--- config.mk ---
export PLATFORM = sky130hd
export DESIGN_NAME = ckpt_unit
export DESIGN_NICKNAME = d
export VERILOG_FILES = /design/src/rtl/ckpt_pkg.sv /design/src/rtl/ckpt_regfile.sv /design/src/rtl/ckpt_store_buf.sv /design/src/rtl/ckpt_ctrl.sv /design/src/rtl/ckpt_unit.sv
export SDC_FILE = /design/constraint.sdc
export NUM_CORES = 2
export LEC_CHECK = 0
export ABC_AREA = 0
export CAP_MARGIN = 20
export CORE_ASPECT_RATIO = 1.4
export CORE_MARGIN = 4
export CORE_UTILIZATION = 40
export DETAILED_ROUTE_END_ITERATION = 8
export DONT_BUFFER_PORTS = 1
export PLACE_DENSITY = 0.57
export SLEW_MARGIN = 25
export SYNTH_ARGS = -nofsm -noshare
export SYNTH_HDL_FRONTEND = slang
export SYNTH_SLANG_ARGS = --single-unit
--- constraint.sdc ---
create_clock -name clk -period 146 [get_ports clk]
set_clock_uncertainty 0.15 [all_clocks]
set_input_delay 29.2 -clock clk [delete_from_list [all_inputs] [get_ports clk]]
set_output_delay 29.2 -clock clk [all_outputs]
set_load 0.05 [all_outputs]
--- src/rtl/ckpt_pkg.sv ---
package ckpt_pkg;
    typedef enum logic [0:0] {
        ST_RUN   = 1'b0,
        ST_DRAIN = 1'b1
    } ckpt_state_e;
endpackage

--- src/rtl/ckpt_regfile.sv ---
module ckpt_regfile #(
    parameter int NREGS = 16,
    parameter int DW    = 32,
    localparam int RIW  = $clog2(NREGS)
) (
    input  logic           clk,
    input  logic           rst_n,
    input  logic           we,
    input  logic [RIW-1:0] waddr,
    input  logic [DW-1:0]  wdata,
    input  logic [RIW-1:0] raddr,
    output logic [DW-1:0]  rdata,
    input  logic           save,
    input  logic           restore
);
    logic [DW-1:0] work [NREGS];
    logic [DW-1:0] shad [NREGS];

    for (genvar g = 0; g < NREGS; g++) begin : g_reg
        always_ff @(posedge clk) begin
            if (!rst_n) begin
                work[g] <= '0;
                shad[g] <= '0;
            end else if (restore) begin
                work[g] <= shad[g];
            end else begin
                if (save)
                    shad[g] <= work[g];
                if (we && waddr == RIW'(g))
                    work[g] <= wdata;
            end
        end
    end

    assign rdata = work[raddr];
endmodule

--- src/rtl/ckpt_store_buf.sv ---
module ckpt_store_buf #(
    parameter int DEPTH = 8,
    parameter int AW    = 32,
    parameter int DW    = 32,
    localparam int PW   = $clog2(DEPTH),
    localparam int CW   = $clog2(DEPTH + 1)
) (
    input  logic          clk,
    input  logic          rst_n,
    input  logic          push,
    input  logic [AW-1:0] push_addr,
    input  logic [DW-1:0] push_data,
    input  logic          clear,
    input  logic          adv,
    output logic [AW-1:0] head_addr,
    output logic [DW-1:0] head_data,
    output logic          full,
    output logic          empty,
    output logic          last,
    input  logic [AW-1:0] ld_addr,
    output logic          ld_hit,
    output logic [DW-1:0] ld_data
);
    logic [AW-1:0] a_q [DEPTH];
    logic [DW-1:0] d_q [DEPTH];
    logic [CW-1:0] cnt;
    logic [PW-1:0] rd;

    always_ff @(posedge clk) begin
        if (!rst_n || clear) begin
            cnt <= '0;
            rd  <= '0;
        end else begin
            if (push) begin
                a_q[cnt[PW-1:0]] <= push_addr;
                d_q[cnt[PW-1:0]] <= push_data;
                cnt <= cnt + CW'(1);
            end
            if (adv)
                rd <= rd + PW'(1);
        end
    end

    assign full      = (cnt == CW'(DEPTH));
    assign empty     = (cnt == '0);
    assign last      = (CW'(rd) == cnt - CW'(1));
    assign head_addr = a_q[rd];
    assign head_data = d_q[rd];

    // ascending scan: the highest matching index (youngest store) wins
    always_comb begin
        ld_hit  = 1'b0;
        ld_data = '0;
        for (int i = 0; i < DEPTH; i++) begin
            if (CW'(i) >= CW'(rd) && CW'(i) < cnt && a_q[i] == ld_addr) begin
                ld_hit  = 1'b1;
                ld_data = d_q[i];
            end
        end
    end
endmodule

--- src/rtl/ckpt_ctrl.sv ---
module ckpt_ctrl
    import ckpt_pkg::*;
(
    input  logic clk,
    input  logic rst_n,
    input  logic commit,
    input  logic trap,
    input  logic st_valid,
    input  logic buf_full,
    input  logic buf_empty,
    input  logic buf_last,
    output logic save,
    output logic restore,
    output logic push,
    output logic overflow,
    output logic buf_clear,
    output logic drain_adv,
    output logic busy,
    output logic mem_we
);
    ckpt_state_e state, state_nx;

    always_ff @(posedge clk) begin
        if (!rst_n)
            state <= ST_RUN;
        else
            state <= state_nx;
    end

    always_comb begin
        state_nx  = state;
        save      = commit && !trap;
        restore   = trap;
        push      = 1'b0;
        overflow  = 1'b0;
        buf_clear = 1'b0;
        drain_adv = 1'b0;
        busy      = 1'b0;
        mem_we    = 1'b0;
        unique case (state)
            ST_RUN: begin
                push      = st_valid && !buf_full && !commit && !trap;
                overflow  = st_valid && buf_full && !commit && !trap;
                buf_clear = trap;
                if (commit && !trap && !buf_empty)
                    state_nx = ST_DRAIN;
            end
            ST_DRAIN: begin
                busy      = 1'b1;
                mem_we    = 1'b1;
                buf_clear = buf_last;
                drain_adv = !buf_last;
                if (buf_last)
                    state_nx = ST_RUN;
            end
            default: state_nx = ST_RUN;
        endcase
    end
endmodule

--- src/rtl/ckpt_unit.sv ---
module ckpt_unit #(
    parameter int NREGS = 16,
    parameter int DW    = 32,
    parameter int AW    = 32,
    parameter int DEPTH = 8,
    localparam int RIW  = $clog2(NREGS)
) (
    input  logic           clk,
    input  logic           rst_n,
    input  logic           reg_we,
    input  logic [RIW-1:0] reg_waddr,
    input  logic [DW-1:0]  reg_wdata,
    input  logic [RIW-1:0] reg_raddr,
    output logic [DW-1:0]  reg_rdata,
    input  logic           commit,
    input  logic           trap,
    input  logic           st_valid,
    input  logic [AW-1:0]  st_addr,
    input  logic [DW-1:0]  st_data,
    output logic           st_accept,
    output logic           overflow,
    input  logic [AW-1:0]  ld_addr,
    output logic           ld_hit,
    output logic [DW-1:0]  ld_data,
    output logic           busy,
    output logic           mem_we,
    output logic [AW-1:0]  mem_addr,
    output logic [DW-1:0]  mem_data
);
    logic save, restore, push, buf_clear, drain_adv;
    logic buf_full, buf_empty, buf_last;

    ckpt_ctrl u_ctrl (
        .clk       (clk),
        .rst_n     (rst_n),
        .commit    (commit),
        .trap      (trap),
        .st_valid  (st_valid),
        .buf_full  (buf_full),
        .buf_empty (buf_empty),
        .buf_last  (buf_last),
        .save      (save),
        .restore   (restore),
        .push      (push),
        .overflow  (overflow),
        .buf_clear (buf_clear),
        .drain_adv (drain_adv),
        .busy      (busy),
        .mem_we    (mem_we)
    );

    ckpt_regfile #(.NREGS(NREGS), .DW(DW)) u_rf (
        .clk     (clk),
        .rst_n   (rst_n),
        .we      (reg_we),
        .waddr   (reg_waddr),
        .wdata   (reg_wdata),
        .raddr   (reg_raddr),
        .rdata   (reg_rdata),
        .save    (save),
        .restore (restore)
    );

    ckpt_store_buf #(.DEPTH(DEPTH), .AW(AW), .DW(DW)) u_sb (
        .clk       (clk),
        .rst_n     (rst_n),
        .push      (push),
        .push_addr (st_addr),
        .push_data (st_data),
        .clear     (buf_clear),
        .adv       (drain_adv),
        .head_addr (mem_addr),
        .head_data (mem_data),
        .full      (buf_full),
        .empty     (buf_empty),
        .last      (buf_last),
        .ld_addr   (ld_addr),
        .ld_hit    (ld_hit),
        .ld_data   (ld_data)
    );

    assign st_accept = push;
endmodule

# Yosys cells after proc, flatten, opt, wreduce, memory -nomap -nowiden

Memories as Yosys holds them, arrays and structs flattened. A register that Yosys moved wholly into a read port is not among the register bits.
Index checks and enable logic that the tools add are counted.

Add/subtract/negate cells: 3
$lt $le $gt $ge: 15
Eq/ne operators: 25
Muxes and demuxes: 151
Bitwise operators: 49
Reductions and logical operators: 48

Operator list:

| cell                  | count |
|---|---|
| $mux W32              | 56 |
| $eq A32 B32 Y1        | 8 |
| $mux W1               | 89 |
| $or A1 B1 Y1          | 48 |
| $logic_and A1 B1 Y1   | 39 |
| $eq A4 B4 Y1 const B  | 9 |
| $eq A4 B3 Y1 const B  | 4 |
| $lt A3 B4 Y1 const A  | 4 |
| $mux W3               | 4 |
| $ge A3 B3 Y1 const A  | 3 |
| $eq A4 B2 Y1 const B  | 2 |
| $logic_not A4 Y1      | 2 |
| $lt A1 B4 Y1 const A  | 2 |
| $lt A2 B4 Y1 const A  | 2 |
| $ge A1 B3 Y1 const A  | 2 |
| $ge A2 B3 Y1 const A  | 2 |
| $logic_not A1 Y1      | 6 |
| $add A4 B1 Y4 const B | 1 |
| $eq A3 B4 Y1          | 1 |
| $eq A4 B1 Y1 const B  | 1 |
| $pmux W1 S2           | 2 |
| $sub A4 B1 Y4 const B | 1 |
| $add A3 B1 Y3 const B | 1 |
| $logic_or A1 B1 Y1    | 1 |
| $not A1 Y1            | 1 |

Register bits after elaboration: 8
Memory bits (writable): 1536
Input bits: 142
Memories: 4

Memory list:

| name      | words | bits a word | read ports | clocked after Yosys merged registers in | write ports | RTL line             | text |
|---|---|---|---|---|---|---|---|
| u_rf.shad | 16    | 32          | 16         | 0                                       | 16          | ckpt_regfile.sv:17   | `logic [DW-1:0] shad [NREGS];` |
| u_rf.work | 16    | 32          | 17         | 0                                       | 16          | ckpt_regfile.sv:16   | `logic [DW-1:0] work [NREGS];` |
| u_sb.a_q  | 8     | 32          | 9          | 1                                       | 1           | ckpt_store_buf.sv:24 | `logic [AW-1:0] a_q [DEPTH];` |
| u_sb.d_q  | 8     | 32          | 9          | 1                                       | 1           | ckpt_store_buf.sv:25 | `logic [DW-1:0] d_q [DEPTH];` |

# Logic depth before layout (Yosys ltp)

Word-level depth: 11
Depth in mapped cells: 11
Mapped depth without buffers: 9

# Cells and area by module

Synthesis repeated with hierarchy kept, for this count alone.

Cell total of the unflattened synthesis: 4455
Area total of the unflattened synthesis: 69985.9 sq um

By module, submodules not included:

| module         | times used | cells each | area each (sq um) | sequential area each (sq um) |
|---|---|---|---|---|
| ckpt_regfile   | 1          | 2825       | 44280.0           | 30749.5 |
| ckpt_store_buf | 1          | 1619       | 25588.3           | 15574.9 |
| ckpt_ctrl      | 1          | 11         | 117.6             | 20.0 |

# Least setup slack after synthesis

No wires, ideal clock.

Path kind: in2reg
Start: input commit
End: memory u_rf.shad[0][0], enable pin
Library setup time: 2.097 ns
Data arrival time: 65.123 ns
Setup slack: 78.630 ns
Stages on the path: 3
Buffers on the path: 1
Cells stage by stage: clkbuf_1 inv_1 o21ai_0

RTL lines:

| item        | RTL line           | text |
|---|---|---|
| from (decl) | ckpt_unit.sv:15    | `input logic commit,` |
| to (decl)   | ckpt_regfile.sv:17 |  |

# Worst setup path after layout

Start: input ld_addr[4]
End: output ld_data[30]

Longest elaborated chain between the ends: 10
Elaborated cells between the ends (all ways): 24

RTL lines:

| item                  | RTL line             | text |
|---|---|---|
| from (decl)           | ckpt_unit.sv:22      | `input logic [AW-1:0] ld_addr,` |
| $eq A32 B32 Y1        | ckpt_store_buf.sv:55 | `if (CW'(i) >= CW'(rd) && CW'(i) < cnt && a_q[i] == ld_addr) begin` |
| $logic_and A1 B1 Y1   | ckpt_store_buf.sv:55 |  |
| $mux W32 (7 in a row) | ckpt_store_buf.sv:55 |  |
| $mux W32 (*)          | ckpt_store_buf.sv:55 |  |
| to (decl)             | ckpt_unit.sv:24      | `output logic [DW-1:0] ld_data,` |

Mark *: on every way between the ends. The rest lies on a longest branch, timed or not.

==> flow_metrics.py <==
metrics = {
    "logic_synthesis": {
        "synth_area_leaders": "edfxtp_1 (67%), mux4_2 (9.4%), a22o_1 (6.5%)",
        "synth_cell_types": 51,
        "synth_common_cells": "edfxtp_1 (1536), a22o_1 (512), and3_1 (512)",
        "syn_area_per_cell_sq_um": 16.19,
        "syn_nets": 4404,
        "syn_area_sq_um": 68890,
        "yosysWarnings": 0,
        "synth_cells": 4255,
        "ys_async_sr_fraction_pct": 0,
        "synth_top_cell_by_area": "edfxtp_1",
        "ys_ff_latch": 1547,
        "synth_top_area_share_pct": 66.95,
        "synth.most_common_cell": "edfxtp_1",
        "synth_flop_cell": "edfxtp_1",
        "synth_edf_count": 1536,
        "ys_seq_area_share_pct": 67.27,
    },
    "worst_setup_path": {
        "crit_chain": "xor2_1 > nor4_1 > nand4_1 > nor3_4 > buf_4 > nand2b_2 > buf_4 > o221ai_1 > a31oi_2",
        "r2r-start": "u_sb.cnt[2]",
        "crit_arrival_ns": 32.62,
        "r2r-end": "u_sb.d_q[3][5]",
        "path_class": "in -> out",
        "cp-start-kind": "input port",
        "ff2ff_path_depth": 5,
        "crit_required_ns": 116.65,
        "crit_fanout": 28,
        "reg2reg_slack_ns": 141.52,
        "crit_path_top_delay_cell": "nor4_1",
        "startpoint": "ld_addr[4]",
        "cp-end-kind": "output port",
        "max_stage_delay_ns": 0.62,
        "crit_path_frequent_cell": "buf_4",
        "crit_end": "ld_data[30]",
    },
    "power_and_ir_drop": {
        "p_per_area_nw_per_um2": 12.61,
        "leakagePower_uw": 0.02788,
        "ir_drop_uv": 12.21,
    },
    "cts": {
        "cts-resized-gates": 0,
        "clockBufferDepth": 3,
        "clk_pin_slew_ns": 0.06,
        "numCtsBuffers": 157,
        "cts_tree": "done",
        "postCtsSetupRepairBufs": 0,
        "cts_sinks": 1547,
        "htreeDepth": 4,
        "hold_buffers": 0,
        "root_buffer": "clkbuf_16",
        "clock_latency_ns": 0.78,
    },
    "sta": {
        "relSlewSlack_pct": -6.063,
        "finalCritPeriodShare_pct": 42.44,
        "fin_tns_setup_ns": 0,
        "setup_viol": 0,
        "finalMaxSlewViolations": 144,
        "rsz0062_at_grt": "false",
        "timing.final.ws_setup_ns": 84.03,
        "clock.fmax_ghz": 0.01614,
        "timing.final.crit_period_ns": 61.97,
        "worstMarginPinSlew_ns": 1.591,
        "report.final.hold_viol_count": 0,
    },
    "routing": {
        "route.detailed.drc": 0,
        "drtIter0Drc": 4781,
        "routed-via-count": 40694,
        "dr.pass1.iters": 5,
        "ant_nets": 0,
        "routed_wirelength_um": 214000,
        "wire_per_inst_um": 32.96,
        "viasPerCell": 6.267,
    },
    "min_path": {
        "hold_path_class": "reg -> reg",
    },
    "layout": {
        "area_growth_pct": 10.74,
        "fin_area_sq_um": 76290,
        "fillers": 15008,
        "drive_gt1_share_pct": 17.48,
        "register_area_sq_um": 46360,
        "fin_nets": 4239,
        "multi_input_comb_area_sq_um": 21070,
    },
    "grt": {
        "grt_max_degree": 515,
        "grt_pass1_wl_um": 304900,
        "grt_usage_pct": 23.43,
        "grt_pass1_vias": 41483,
        "antenna_found_initial": 1,
        "gr-total-overflow": 0,
    },
    "floorplan": {
        "die_y_um": 499.0,
        "die-area_sq_um": 179000,
        "ios": 275,
        "fp.dieW_um": 358.7,
        "initial_core_util_pct": 40.14,
        "core_sq_um": 171600,
        "rows": 180,
    },
    "run": {
        "maxCapViolations": 0,
    },
    "placement": {
        "port_buffers": 0,
        "placed_area_sq_um": 71260,
        "place_congestion": 0.9651,
        "dp_hpwl_um": 115800,
        "dpl_worst_slack_ns": 84.07,
    },
    "run_status": {
        "run_status": "finished with violations",
        "violations": "slew limit",
    },
}
==> stage by stage <==
stage                     hold WS [ns]  utilization (%)  instances  power (uW)
after global placement          0.3673            41.47       6202       570.2
final                           0.3690            44.45       6493       961.8
after detailed placement        0.3726            41.52       6205       570.4
after global routing            0.3843            44.45       6492       990.8
after floorplan                 0.3619                -       4255       572.3
after CTS                       0.3665            44.44       6490       968.7
==> critical path: cells and delay by family <==
kind / cells / cell delay [ns]
simple gates: 4 / 1.75
compound gates: 2 / 0.76
buf+inv: 2 / 0.71
xor+xnor: 1 / 0.16
==> routing by layer <==
metal  wire [um]  part of all wire (%)  track usage, %
met4        9207                   4.3           9.287
met2      105600                    49           38.74
met5           0                     0               0
met3       20160                   9.4           6.968
met1       79050                    37           28.82
==> kinds of logic after synthesis <==
kind of cell / after synthesis / synth area share, %
compound gates: 672 / 7.964
xor+xnor: 262 / 3.331
fa+ha+maj: 7 / 0.1271
buf+inv: 451 / 2.741
flops: 1547 / 67.27
mux: 386 / 10.96
simple gates: 930 / 7.610
==> registers in the layout, summed over array words and instances, names as in the netlist, named ones only <==
register,count
u_sb.d_q,256
u_rf.shad,512
u_sb.rd,3
u_ctrl.state,1
u_sb.cnt,4
u_rf.work,512
u_sb.a_q,256
==> report_power, final <==
group,switching [uW],internal (uW),total [uW]
combinational,29.6,16.4,46.0
clock,179,221,400
sequential,7.82,508,516
total,216,745,962
==> layout by cell type, fill, tap and decap left out, types with 31 or more instances in the layout <==
cell,synthesis,routed
a21oi_1,34,34
a22o_1,512,512
a31oi_1,33,31
and2_1,32,31
and3_1,512,512
buf_4,17,109
clkbuf_1,306,45
clkbuf_16,0,161
edfxtp_1,1536,1536
mux2_2,65,65
mux2i_1,33,33
mux4_2,288,288
nand2_1,108,108
nand2b_1,38,33
nand4_1,35,35
nor2_1,134,116
nor4_1,39,39
o21ai_0,48,35
o221ai_1,31,31
xnor2_1,110,110
xor2_1,152,152
==> final cells by class <==
type                       count  share of cell area, %
multi-input combinational   2257                  27.62
antenna                        2               0.006560
tap                         2275                  3.731
timing repair buffer         115                  1.269
clock buffer                 207                  5.520
clock inverter                78                  1.032
inverter                      12                0.05904
sequential                  1547                  60.76
==> worst min path at each step <==
stage                                   to  depth (start not counted)               from
after global routing      u_rf.work[8][29]                          1   u_rf.shad[1][29]
after CTS                 u_rf.work[8][31]                          1   u_rf.shad[1][31]
after detailed placement  u_rf.work[0][16]                          1   u_rf.shad[0][16]
final                     u_rf.work[7][29]                          1  u_rf.shad[0][253]
after floorplan           u_rf.work[0][22]                          1   u_rf.shad[0][22]
after global placement    u_rf.work[0][27]                          1   u_rf.shad[0][27]
No activity file was read; power rests on OpenSTA's default activity.
